**src/rtl/mbus_pkg.sv**
```systemverilog
package mbus_pkg;
    localparam int ADDR_W   = 28;
    localparam int AD_W     = 16;
    localparam int PH_W     = 4;
    localparam int NBANK    = 4;
    localparam int BANK_W   = $clog2(NBANK);
    localparam int BANK_LSB = ADDR_W - BANK_W;
    localparam int HI_W     = BANK_LSB - AD_W;

    typedef enum logic [2:0] {
        ST_IDLE, ST_SETUP, ST_ALE, ST_HOLD, ST_STROBE, ST_CSHOLD, ST_END, ST_FAULT
    } phase_e;

    typedef struct packed {
        logic [PH_W-1:0] setup;
        logic [PH_W-1:0] ale;
        logic [PH_W-1:0] hold;
        logic [PH_W-1:0] strobe;
        logic [PH_W-1:0] cshold;
    } timing_t;

    typedef struct packed {
        logic [BANK_W-1:0] bank;
        logic              write;
        logic [AD_W-1:0]   addr_lo;
        logic [HI_W-1:0]   addr_hi;
        logic [AD_W-1:0]   wdata;
    } xfer_t;

    function automatic logic [PH_W-1:0] at_least_one(input logic [PH_W-1:0] v);
        return (v == '0) ? PH_W'(1) : v;
    endfunction

    function automatic logic [AD_W-1:0] fit_width(input logic wide, input logic [AD_W-1:0] v);
        return wide ? v : {{(AD_W-8){1'b0}}, v[7:0]};
    endfunction
endpackage

```
**src/rtl/mbus_ready_sync.sv**
```systemverilog
module mbus_ready_sync (
    input  logic clk,
    input  logic rst,
    input  logic d,
    output logic q
);
    logic s1;
    always_ff @(posedge clk) begin
        if (rst) begin
            s1 <= 1'b0;
            q  <= 1'b0;
        end else begin
            s1 <= d;
            q  <= s1;
        end
    end
endmodule

```
**src/rtl/mbus_decode.sv**
```systemverilog
module mbus_decode
    import mbus_pkg::*;
(
    input  logic [ADDR_W-1:0] addr,
    input  logic              write,
    input  logic              size,
    input  logic [AD_W-1:0]   wdata,
    input  logic              wide,
    input  logic [NBANK-1:0]  bank_en,
    output xfer_t             xfer,
    output logic              fault
);
    always_comb begin
        xfer.bank    = addr[ADDR_W-1:BANK_LSB];
        xfer.write   = write;
        xfer.addr_lo = addr[AD_W-1:0];
        xfer.addr_hi = addr[BANK_LSB-1:AD_W];
        xfer.wdata   = fit_width(wide, wdata);
        fault        = (size != wide) || !bank_en[xfer.bank];
    end
endmodule

```
**src/rtl/mbus_seq.sv**
```systemverilog
module mbus_seq
    import mbus_pkg::*;
(
    input  logic             clk,
    input  logic             rst,
    input  logic             req_valid,
    input  xfer_t            new_xfer,
    input  logic             new_fault,
    input  timing_t          tcfg,
    input  logic             cfg_wide,
    input  logic             cfg_ready_en,
    input  logic             rdy_sync,
    input  logic [AD_W-1:0]  ad_in,
    output logic [NBANK-1:0] cs_n,
    output logic             ale,
    output logic             re_n,
    output logic             we_n,
    output logic [AD_W-1:0]  ad_out,
    output logic             ad_oe,
    output logic [HI_W-1:0]  addr_hi,
    output logic             done,
    output logic             fault,
    output logic [AD_W-1:0]  rdata
);
    phase_e          state;
    xfer_t           cur;
    logic [PH_W-1:0] cnt;
    logic [PH_W-1:0] plen;
    logic            last;
    logic            active;
    logic            addr_phase;

    always_comb begin
        plen = PH_W'(1);
        case (state)
            ST_SETUP:  plen = at_least_one(tcfg.setup);
            ST_ALE:    plen = at_least_one(tcfg.ale);
            ST_HOLD:   plen = at_least_one(tcfg.hold);
            ST_STROBE: plen = at_least_one(tcfg.strobe);
            ST_CSHOLD: plen = at_least_one(tcfg.cshold);
            default:   plen = PH_W'(1);
        endcase
        last = (cnt >= plen - PH_W'(1));
    end

    always_ff @(posedge clk) begin
        if (rst) begin
            state <= ST_IDLE;
            cnt   <= '0;
            cur   <= '0;
            rdata <= '0;
        end else begin
            case (state)
                ST_IDLE: begin
                    cnt <= '0;
                    if (req_valid) begin
                        if (new_fault) begin
                            state <= ST_FAULT;
                        end else begin
                            cur   <= new_xfer;
                            state <= ST_SETUP;
                        end
                    end
                end
                ST_SETUP, ST_ALE, ST_HOLD, ST_CSHOLD: begin
                    if (last) begin
                        cnt <= '0;
                        case (state)
                            ST_SETUP: state <= ST_ALE;
                            ST_ALE:   state <= ST_HOLD;
                            ST_HOLD:  state <= ST_STROBE;
                            default:  state <= ST_END;
                        endcase
                    end else begin
                        cnt <= cnt + PH_W'(1);
                    end
                end
                ST_STROBE: begin
                    if (last && (!cfg_ready_en || rdy_sync)) begin
                        cnt <= '0;
                        if (!cur.write) rdata <= fit_width(cfg_wide, ad_in);
                        state <= (tcfg.cshold == '0) ? ST_END : ST_CSHOLD;
                    end else if (!last) begin
                        cnt <= cnt + PH_W'(1);
                    end
                end
                default: state <= ST_IDLE;
            endcase
        end
    end

    assign active     = (state == ST_SETUP) || (state == ST_ALE) || (state == ST_HOLD) ||
                        (state == ST_STROBE) || (state == ST_CSHOLD);
    assign addr_phase = (state == ST_SETUP) || (state == ST_ALE) || (state == ST_HOLD);

    genvar gi;
    generate
        for (gi = 0; gi < NBANK; gi++) begin : g_cs
            assign cs_n[gi] = !(active && (cur.bank == BANK_W'(gi)));
        end
    endgenerate

    assign ale     = (state == ST_ALE);
    assign re_n    = !((state == ST_STROBE) && !cur.write);
    assign we_n    = !((state == ST_STROBE) && cur.write);
    assign ad_oe   = addr_phase || (cur.write &&
                     ((state == ST_STROBE) || (state == ST_CSHOLD) || (state == ST_END)));
    assign ad_out  = addr_phase ? cur.addr_lo : cur.wdata;
    assign addr_hi = cur.addr_hi;
    assign done    = (state == ST_END) || (state == ST_FAULT);
    assign fault   = (state == ST_FAULT);

    assert_one_select_R1: assert property (@(posedge clk) disable iff (rst)
        $onehot0(~cs_n));
    assert_strobe_has_select_R4: assert property (@(posedge clk) disable iff (rst)
        (!re_n || !we_n) |-> !(&cs_n));
    assert_no_dual_strobe_R4: assert property (@(posedge clk) disable iff (rst)
        !(!re_n && !we_n) && !(ale && (!re_n || !we_n)));
    assert_fault_quiet_R2: assert property (@(posedge clk) disable iff (rst)
        fault |-> (&cs_n && re_n && we_n && !ad_oe && done));
    assert_ready_holds_R6: assert property (@(posedge clk) disable iff (rst)
        ((!re_n || !we_n) && cfg_ready_en && !rdy_sync) |=> (!re_n || !we_n));
    assert_done_pulse_R9: assert property (@(posedge clk) disable iff (rst)
        done |=> !done);
    assert_read_released_R8: assert property (@(posedge clk) disable iff (rst)
        !re_n |-> !ad_oe);
endmodule

```
**src/rtl/mbus_ctrl.sv**
```systemverilog
module mbus_ctrl
    import mbus_pkg::*;
(
    input  logic              clk,
    input  logic              rst,
    input  logic              req_valid,
    input  logic [ADDR_W-1:0] req_addr,
    input  logic              req_write,
    input  logic              req_size,
    input  logic [AD_W-1:0]   req_wdata,
    output logic              rsp_done,
    output logic              rsp_fault,
    output logic [AD_W-1:0]   rsp_rdata,
    input  logic              cfg_wide,
    input  logic [NBANK-1:0]  cfg_bank_en,
    input  logic [PH_W-1:0]   cfg_setup,
    input  logic [PH_W-1:0]   cfg_ale,
    input  logic [PH_W-1:0]   cfg_hold,
    input  logic [PH_W-1:0]   cfg_strobe,
    input  logic [PH_W-1:0]   cfg_cshold,
    input  logic              cfg_ready_en,
    output logic [NBANK-1:0]  bus_cs_n,
    output logic              bus_ale,
    output logic              bus_re_n,
    output logic              bus_we_n,
    output logic [AD_W-1:0]   bus_ad_out,
    output logic              bus_ad_oe,
    input  logic [AD_W-1:0]   bus_ad_in,
    output logic [HI_W-1:0]   bus_addr_hi,
    input  logic              bus_ready
);
    xfer_t   dec_xfer;
    logic    dec_fault;
    logic    rdy_sync;
    timing_t tcfg;

    assign tcfg = '{setup: cfg_setup, ale: cfg_ale, hold: cfg_hold,
                    strobe: cfg_strobe, cshold: cfg_cshold};

    mbus_decode u_dec (
        .addr(req_addr), .write(req_write), .size(req_size), .wdata(req_wdata),
        .wide(cfg_wide), .bank_en(cfg_bank_en), .xfer(dec_xfer), .fault(dec_fault)
    );

    mbus_ready_sync u_sync (.clk(clk), .rst(rst), .d(bus_ready), .q(rdy_sync));

    mbus_seq u_seq (
        .clk(clk), .rst(rst), .req_valid(req_valid), .new_xfer(dec_xfer),
        .new_fault(dec_fault), .tcfg(tcfg), .cfg_wide(cfg_wide),
        .cfg_ready_en(cfg_ready_en), .rdy_sync(rdy_sync), .ad_in(bus_ad_in),
        .cs_n(bus_cs_n), .ale(bus_ale), .re_n(bus_re_n), .we_n(bus_we_n),
        .ad_out(bus_ad_out), .ad_oe(bus_ad_oe), .addr_hi(bus_addr_hi),
        .done(rsp_done), .fault(rsp_fault), .rdata(rsp_rdata)
    );
endmodule

```
**config.mk**
```make
export PLATFORM = sky130hd
export DESIGN_NAME = mbus_ctrl
export DESIGN_NICKNAME = d
export VERILOG_FILES = /design/src/rtl/mbus_pkg.sv /design/src/rtl/mbus_ready_sync.sv /design/src/rtl/mbus_decode.sv /design/src/rtl/mbus_seq.sv /design/src/rtl/mbus_ctrl.sv
export SDC_FILE = /design/constraint.sdc
export NUM_CORES = 1
export LEC_CHECK = 0
export BUFFER_PORTS_ARGS = -buffer_cell sky130_fd_sc_hd__buf_2
export CORE_MARGIN = 5
export CORE_UTILIZATION = 48
export DETAILED_ROUTE_END_ITERATION = 10
export PLACE_DENSITY = 0.82
export SYNTH_ARGS = -nofsm -noshare
export SYNTH_HDL_FRONTEND = slang
export SYNTH_SLANG_ARGS = --single-unit
```
**constraint.sdc**
```tcl
create_clock -name clk -period 3.9 [get_ports clk]
set_input_delay 0.195 -clock clk [delete_from_list [all_inputs] [get_ports clk]]
set_output_delay 0.195 -clock clk [all_outputs]
set_load 0.005 [all_outputs]
```
# Word-level counts from Yosys, hierarchy flattened
# Cells that the tools add are included.
[word_totals] reg_bits=70 mem_bits_rw=0 rom_bits=0 mem_count=0 latch_bits=0 word_cells=93
[op_classes] n_bitwise=2 n_shift=0 div=0 reduce_logical=40 add_sub_neg=2 n_mux=22 eq_ne=15 multipliers=0 magnitude_cmp=2
[op_table] op="$mux 16" count=3
[op_table] op="$mux 4" count=8
[op_table] op="$logic_not 4->1" count=5
[op_table] op="$pmux 4 s5" count=1
[op_table] op="$pmux 3 s3" count=2
[op_table] op="$eq 3x3->1 const B" count=4
[op_table] op="$mux 3" count=4
[op_table] op="$pmux 4 s3" count=1
[op_table] op="$logic_or 1x1->1" count=10
[op_table] op="$logic_not 1->1" count=9
[op_table] op="$reduce_and 3->1" count=3
[op_table] op="$logic_and 1x1->1" count=8
[op_table] op="$eq 3x2->1 const B" count=2
[op_table] op="$add 4x1->4 const B" count=1
[op_table] op="$eq 2x2->1 const B" count=2
[op_table] op="$ge 4x4->1" count=1
[op_table] op="$ne 2x1->1 const B" count=2
[op_table] op="$reduce_or 4->1" count=1
[op_table] op="$sub 4x1->4 const B" count=1
[op_table] op="$eq 3x1->1 const B" count=1
[op_table] op="$logic_not 3->1" count=1
[op_table] op="$lt 2x3->1 const B" count=1
[op_table] op="$ne 3x3->1 const B" count=1
[op_table] op="$reduce_bool 3->1" count=1
[op_table] op="other kinds (9)" count=10

# Depth between registers and ports, before layout
[logic_depth] word_depth=8 depth_mapped=16 mapped_depth_nobuf=13

# Modules after synthesis
# From an unflattened synthesis, not the netlist that was laid out.
[unflattened] hier_cells=477 hier_area_um2=3688.5
[by_module_without_submodules] mod="mbus_seq" area_each_um2=3273.1 seq_area_each_um2=1361.3 n_inst=1 cells_each=425
[by_module_without_submodules] mod="mbus_decode" area_each_um2=362.8 seq_area_each_um2=0.0 n_inst=1 cells_each=48
[by_module_without_submodules] mod="mbus_ready_sync" area_each_um2=52.6 seq_area_each_um2=40.0 n_inst=1 cells_each=4

# Worst setup path before layout
# No wires, ideal clock.
[synth_timing] path_type="flip-flop to flip-flop" start="register u_seq.state[1]" end="register u_seq.rdata[13]" t_arrival_ps=3096 required_ps=3829 stages_incl_launch_ff=17 slack_ps=733 path_cell_list="dfxtp_1 -> clkbuf_1 -> inv_1 -> ha_1 -> inv_1 -> a21oi_1 -> nor3_1 -> nand3_1 -> xor2_1 -> ha_1 -> nand2_1 -> o21ai_1 -> and3_1 -> buf_2 -> buf_2 -> nand3_1 -> a21oi_1"
[synth_via] elab_chain_len=6 elab_cells_between_ends=10 cone_classes="1 x add/sub; 1 x order compare; 5 x eq/ne; 1 x mux; 2 x reduce/logical"
[synth_lines] element="start: declaration" line="mbus_seq.sv:25" text="phase_e state;"
[synth_lines] element="start signal: assignment" line="mbus_seq.sv:82" text="state <= (tcfg.cshold == '0) ? ST_END : ST_CSHOLD;"
[synth_lines] element="$eq 3x3->1, or another cell as far along" line="mbus_seq.sv:35" text="case (state)"
[synth_lines] element="$pmux 4 s5" line="mbus_seq.sv:35"
[synth_lines] element="$sub 4x1->4" line="mbus_seq.sv:43" text="last = (cnt >= plen - PH_W'(1));"
[synth_lines] element="$ge 4x4->1" line="mbus_seq.sv:43"
[synth_lines] element="$logic_and 1x1->1" line="mbus_seq.sv:79" text="if (last && (!cfg_ready_en || rdy_sync)) begin"
[synth_lines] element="$reduce_and 3->1 (no line) (*)"
[synth_lines] element="end signal: assignment" line="mbus_seq.sv:81" text="if (!cur.write) rdata <= fit_width(cfg_wide, ad_in);"
[synth_lines] element="end: declaration" line="mbus_seq.sv:23" text="output logic [AD_W-1:0] rdata"
# Mark *: on every way between the ends. The rest lies on a longest branch, timed or not.
# A chain may end at the register's enable or synchronous reset.

# Final worst setup path
[layout_timing] start="register u_seq.state[0]" end="register u_seq.state[0]"
[layout_via] elab_chain_len=7 elab_cells_between_ends=18 cone_classes="1 x add/sub; 1 x order compare; 8 x eq/ne; 4 x mux; 4 x reduce/logical"
[layout_lines] element="$eq 3x3->1, or another cell as far along" line="mbus_seq.sv:35, mbus_seq.sv:53"
[layout_lines] element="$pmux 4 s5" line="mbus_seq.sv:35"
[layout_lines] element="$sub 4x1->4" line="mbus_seq.sv:43"
[layout_lines] element="$ge 4x4->1" line="mbus_seq.sv:43"
[layout_lines] element="$logic_and 1x1->1" line="mbus_seq.sv:79"
[layout_lines] element="$ne 2x1->1 (no line)"
[layout_lines] element="$reduce_and 3->1 (no line)"
# Parallel ways exist; a longest one is shown, timed or not. The select of a mux whose other input is x is not followed.

==> impl_results.html <==
<table>
<tr><th>Metric</th><th>Value</th></tr>
<tr><th colspan="2">Worst setup path</th></tr>
<tr><td>Crit Path Category</td><td>register to register</td></tr>
<tr><td>Kind of end point of the critical path</td><td>register</td></tr>
<tr><td>CP max stage delay</td><td>around 0.67 ns</td></tr>
<tr><td>Arrival time at the worst endpoint</td><td>3.66 ns</td></tr>
<tr><td>Reg-to-reg critical path startpoint</td><td>u_seq.state[0]</td></tr>
<tr><td>Series of cell instances along the critical path</td><td>nor2b_1 &gt; and2_1 &gt; a21oi_1 &gt; nor3_1 &gt; nand3_1 &gt; xor2_1 &gt; ha_1 &gt; a21oi_1 &gt; o21ai_1 &gt; buf_4 &gt; o2bb2ai_1 &gt; mux2i_1 &gt; nor2_1</td></tr>
<tr><td>Reg2reg path depth</td><td>13</td></tr>
<tr><td>Most common cell on crit path</td><td>a21oi_1</td></tr>
<tr><td>CP max stage cell</td><td>dfxtp_1</td></tr>
<tr><td>Reg-to-Reg End</td><td>u_seq.state[0]</td></tr>
<tr><td>Kind of launch point of the worst setup path</td><td>register</td></tr>
<tr><td>CP Data Required Time</td><td>4.09 ns</td></tr>
<tr><td>R2R Setup Slk</td><td>0.43 ns</td></tr>
<tr><td>Largest fanout on the critical path</td><td>19</td></tr>
<tr><th colspan="2">Global routing</th></tr>
<tr><td>Number of antenna violations at the first check in global routing</td><td>0</td></tr>
<tr><td>Largest net degree at the start of global routing</td><td>between 40 and 50</td></tr>
<tr><td>Overall overflow remaining after global route</td><td>0</td></tr>
<tr><td>Via count of the first global-routing pass</td><td>between 3,000 and 4,000</td></tr>
<tr><td>Combined global-route utilization of all metal layers</td><td>0.202</td></tr>
<tr><td>First-pass GRT wire length</td><td>~15,000 µm</td></tr>
<tr><th colspan="2">CTS</th></tr>
<tr><td>Skew-Pair Late Insertion Delay</td><td>0.33 ns</td></tr>
<tr><td>H-tree levels</td><td>3</td></tr>
<tr><td>Sink count of the clock tree</td><td>70</td></tr>
<tr><td>Maximum count of clock buffers along a single path</td><td>2</td></tr>
<tr><td>Root cell of the clock tree</td><td>clkbuf_8</td></tr>
<tr><td>TritonCTS clock tree</td><td>yes</td></tr>
<tr><td>Clock edge transition at the registers on the reported setup and hold paths</td><td>0.07 ns</td></tr>
<tr><td>Clock buffers created by TritonCTS</td><td>9</td></tr>
<tr><td>Cts hold-fix bufs</td><td>0</td></tr>
<tr><td>Number of cells upsized or downsized after cts</td><td>0</td></tr>
<tr><td>Buffer count from post-CTS setup fixing</td><td>0</td></tr>
<tr><th colspan="2">Floorplan</th></tr>
<tr><td>Height of the die</td><td>94.3 µm</td></tr>
<tr><td>Standard-cell rows</td><td>30</td></tr>
<tr><td>Standard cell core area</td><td>approximately 0.007 mm²</td></tr>
<tr><td>Starting utilization of the core area</td><td>0.497</td></tr>
<tr><td>Die ar.</td><td>0.00889 mm²</td></tr>
<tr><td>Die span in x</td><td>94.3 µm</td></tr>
<tr><td>Count of pins on the block boundary</td><td>approximately 140</td></tr>
<tr><th colspan="2">STA</th></tr>
<tr><td>Clock tree skew after final layout</td><td>0.0117 ns</td></tr>
<tr><td>Final number of setup-violating endpoints</td><td>0</td></tr>
<tr><td>Final cycle utilization of the critical path</td><td>0.891</td></tr>
<tr><td>Final Critical Period</td><td>3.47 ns</td></tr>
<tr><td>Slew Limit Headroom</td><td>0.601</td></tr>
<tr><td>Unrepaired setup endpoints after global routing</td><td>false</td></tr>
<tr><td>Final-layout setup total negative slack</td><td>0 ns</td></tr>
<tr><td>Slew @ Worst Pin</td><td>0.598 ns</td></tr>
<tr><td>Count of final hold-check violations</td><td>0</td></tr>
<tr><td>Fmax achieved</td><td>0.288 GHz</td></tr>
<tr><td>Final Slew Violations</td><td>0</td></tr>
<tr><th colspan="2">Synth</th></tr>
<tr><td>Warnings from Yosys</td><td>0</td></tr>
<tr><td>Syn Nets</td><td>539</td></tr>
<tr><td>Sequential share of the synthesized area</td><td>0.411</td></tr>
<tr><td>Post-synthesis cell count</td><td>between 400 and 500</td></tr>
<tr><td>Fraction of registers with async set or reset after synthesis</td><td>0</td></tr>
<tr><td>Predominant post-synthesis flop cell</td><td>dfxtp_1</td></tr>
<tr><td>Count of flip-flops with a built-in enable after synthesis</td><td>0</td></tr>
<tr><td>Synth Cell Area</td><td>0.00341 mm²</td></tr>
<tr><td>Number of distinct library cells after synthesis</td><td>44</td></tr>
<tr><td>Mapped Avg Cell Area</td><td>7.79 µm²</td></tr>
<tr><td>Synthesis-stage register bit count</td><td>70</td></tr>
<tr><th colspan="2">Route</th></tr>
<tr><td>Post-detailed-route via-to-cell ratio</td><td>5.21</td></tr>
<tr><td>Routed length per instance</td><td>about 14 µm</td></tr>
<tr><td>First-pass DRT Iterations</td><td>4</td></tr>
<tr><td>Post-detailed-routing wire length</td><td>a little over 9000 µm</td></tr>
<tr><td>Number of nets with antenna violations after routing</td><td>0</td></tr>
<tr><td>DRC marker count from the first detailed-route iteration</td><td>139</td></tr>
<tr><td>DRC Markers</td><td>0</td></tr>
<tr><td>Routed via count</td><td>3,451</td></tr>
<tr><th colspan="2">Min path</th></tr>
<tr><td>WHS Endpoint</td><td>u_sync.s1</td></tr>
<tr><td>Kind of path behind the tightest hold check</td><td>input pin to register</td></tr>
<tr><td>WHS Path Cells</td><td>2</td></tr>
<tr><td>Hold_sp</td><td>bus_ready</td></tr>
<tr><th colspan="2">Pwr</th></tr>
<tr><td>Worst-case vdd ir drop</td><td>0.266 mV</td></tr>
<tr><td>Reported leakage power</td><td>approximately 1.9 nW</td></tr>
<tr><td>Overall Power</td><td>2.43 mW</td></tr>
<tr><td>Pwr per Cell Area</td><td>558 mW/mm²</td></tr>
<tr><th colspan="2">Placed design</th></tr>
<tr><td>Final Wtd Congestion</td><td>0.878</td></tr>
<tr><td>Number of buffer cells added on primary ports</td><td>~140</td></tr>
<tr><td>Post-detail-place hpwl</td><td>approximately 7000 µm</td></tr>
<tr><th colspan="2">Finish</th></tr>
<tr><td>Post-layout utilization of the core</td><td>0.634</td></tr>
<tr><td>Area growth, synth to finish</td><td>27.7%</td></tr>
<tr><td>Antenna diodes</td><td>0</td></tr>
<tr><td>Final nets</td><td>663</td></tr>
<tr><td>Share of final-layout standard cells stronger than drive strength 1</td><td>0.329</td></tr>
<tr><th colspan="2">Job</th></tr>
<tr><td>Number of maximum-capacitance constraint violations</td><td>0</td></tr>
<tr><th colspan="2">Run status</th></tr>
<tr><td>Run status</td><td>finished clean</td></tr>
</table>
[sequential cells by signal, indices dropped and copies added (netlist names)]
name           flops
u_seq.addr_hi     10
u_seq.cnt          4
u_seq.cur         35
u_seq.rdata       16
u_seq.state        3
u_sync.q           1
u_sync.s1          1
[routing by layer]
metal  up-vias  wire length, µm  global-route usage  part of all wire
li1       1743                -                   -                 -
met1      1582             3990               0.254              0.43
met2       117             4590               0.339              0.49
met3         9              607              0.0393             0.065
met4         0              131              0.0758             0.014
met5         -                0                   0                 0
[stage by stage]
| step | instances | hold WS (ns) | instance area [µm²] | setup WS, ns |
|---|---|---|---|---|
| 6_report | 662 | 0.0810 | 4360 | 0.425 |
| 5_1_grt | 662 | 0.0783 | 4360 | 0.174 |
| 4_1_cts | 662 | 0.0608 | 4360 | 0.500 |
| 3_5_place_dp | 647 | 0.416 | 4110 | 0.518 |
| 3_3_place_gp | 647 | 0.411 | 4110 | 0.769 |
| 2_1_floorplan | 438 | 0.323 | 3410 | 0.733 |
[power breakdown]
group	internal, mW	total, mW	switching (mW)
registers	0.769	0.825	0.0564
clock network	0.441	0.709	0.267
logic	0.389	0.896	0.507
[how the worst max path moves through the flow]
| stage | cells past startpoint | endpoint | startpoint |
|---|---|---|---|
| floorplan | 16 | u_seq.rdata[13] | u_seq.state[1] |
| detailed placement | 13 | u_seq.state[0] | u_seq.state[0] |
| global route | 13 | u_seq.state[1] | u_seq.state[0] |
| finish | 13 | u_seq.state[0] | u_seq.state[0] |
| global placement | 13 | u_seq.state[0] | u_seq.state[0] |
| CTS | 13 | u_seq.state[0] | u_seq.state[0] |
[worst max-delay path: cells and delay by family, from the launching register on]
| family | cells | cell delay [ns] |
|---|---|---|
| compound gates | 4 | 0.73 |
| simple gates | 5 | 1.07 |
| flops | 1 | 0.67 |
| buf+inv | 1 | 0.17 |
| xor+xnor | 1 | 0.18 |
| mux | 1 | 0.23 |
| fa+ha+maj | 1 | 0.29 |
[cells in the mapped netlist, types with 2 or more instances]
| cell type | n | area share |
|---|---|---|
| buf_4 | 10 | 0.022 |
| ha_1 | 9 | 0.033 |
| mux2_2 | 16 | 0.053 |
| dfxtp_1 | 70 | 0.41 |
| mux2i_1 | 3 | 0.0088 |
| a211oi_1 | 2 | 0.0044 |
| a22oi_1 | 4 | 0.0088 |
| nor3b_1 | 2 | 0.0044 |
| inv_1 | 5 | 0.0055 |
| xor2_1 | 2 | 0.0051 |
| a31oi_1 | 2 | 0.0037 |
| nor3_1 | 10 | 0.015 |
| a21oi_1 | 71 | 0.10 |
| o21ai_1 | 2 | 0.0029 |
| buf_1 | 2 | 0.0022 |
| or3_1 | 2 | 0.0037 |
| buf_2 | 15 | 0.022 |
| a21o_1 | 3 | 0.0066 |
| nor2_1 | 12 | 0.013 |
| a221oi_1 | 2 | 0.0051 |
| o21ai_0 | 9 | 0.013 |
| clkbuf_1 | 12 | 0.013 |
| nand3_1 | 27 | 0.040 |
| nor4_1 | 2 | 0.0037 |
| and3_1 | 3 | 0.0055 |
| nand2_1 | 111 | 0.12 |
| nand2b_1 | 3 | 0.0055 |
| nor2b_1 | 8 | 0.015 |
| nand3b_1 | 4 | 0.0088 |
[cells by family (layout without fill, tap and decap cells)]
logic type      count (synthesis)  count (layout)  synth area share
buf+inv                        45             173            0.0660
flops                          70              70             0.411
mux                            20              20            0.0682
compound gates                101             101             0.165
xor+xnor                        3               3           0.00771
simple gates                  190             190             0.249
fa+ha+maj                       9               9            0.0330
[area by class of cell]
class,count,area [µm²]
Multi-Input combinational cell,323,1780
Clock buffer,10,138
Inverter,6,22.5
Tap cell,96,120
Fill cell,627,2510
Clock inverter,5,108
Timing Repair Buffer,152,783
Sequential cell,70,1400
[placed cells by master (no fill, tap or decap), drive strengths merged, types with 3 or more instances in the layout]
cell and instances:
buf 152, nand2 111, a21oi 71, dfxtp 70, nand3 27, mux2 16, nor2 13, o21ai 11
nor3 10, clkbuf 10, ha 9, nor2b 8, inv 5, a22oi 4, nand3b 4, and3 4
a21o 3, nand2b 3, mux2i 3, bufinv 3, clkinv 3
Power figures use the tool's default switching activity.
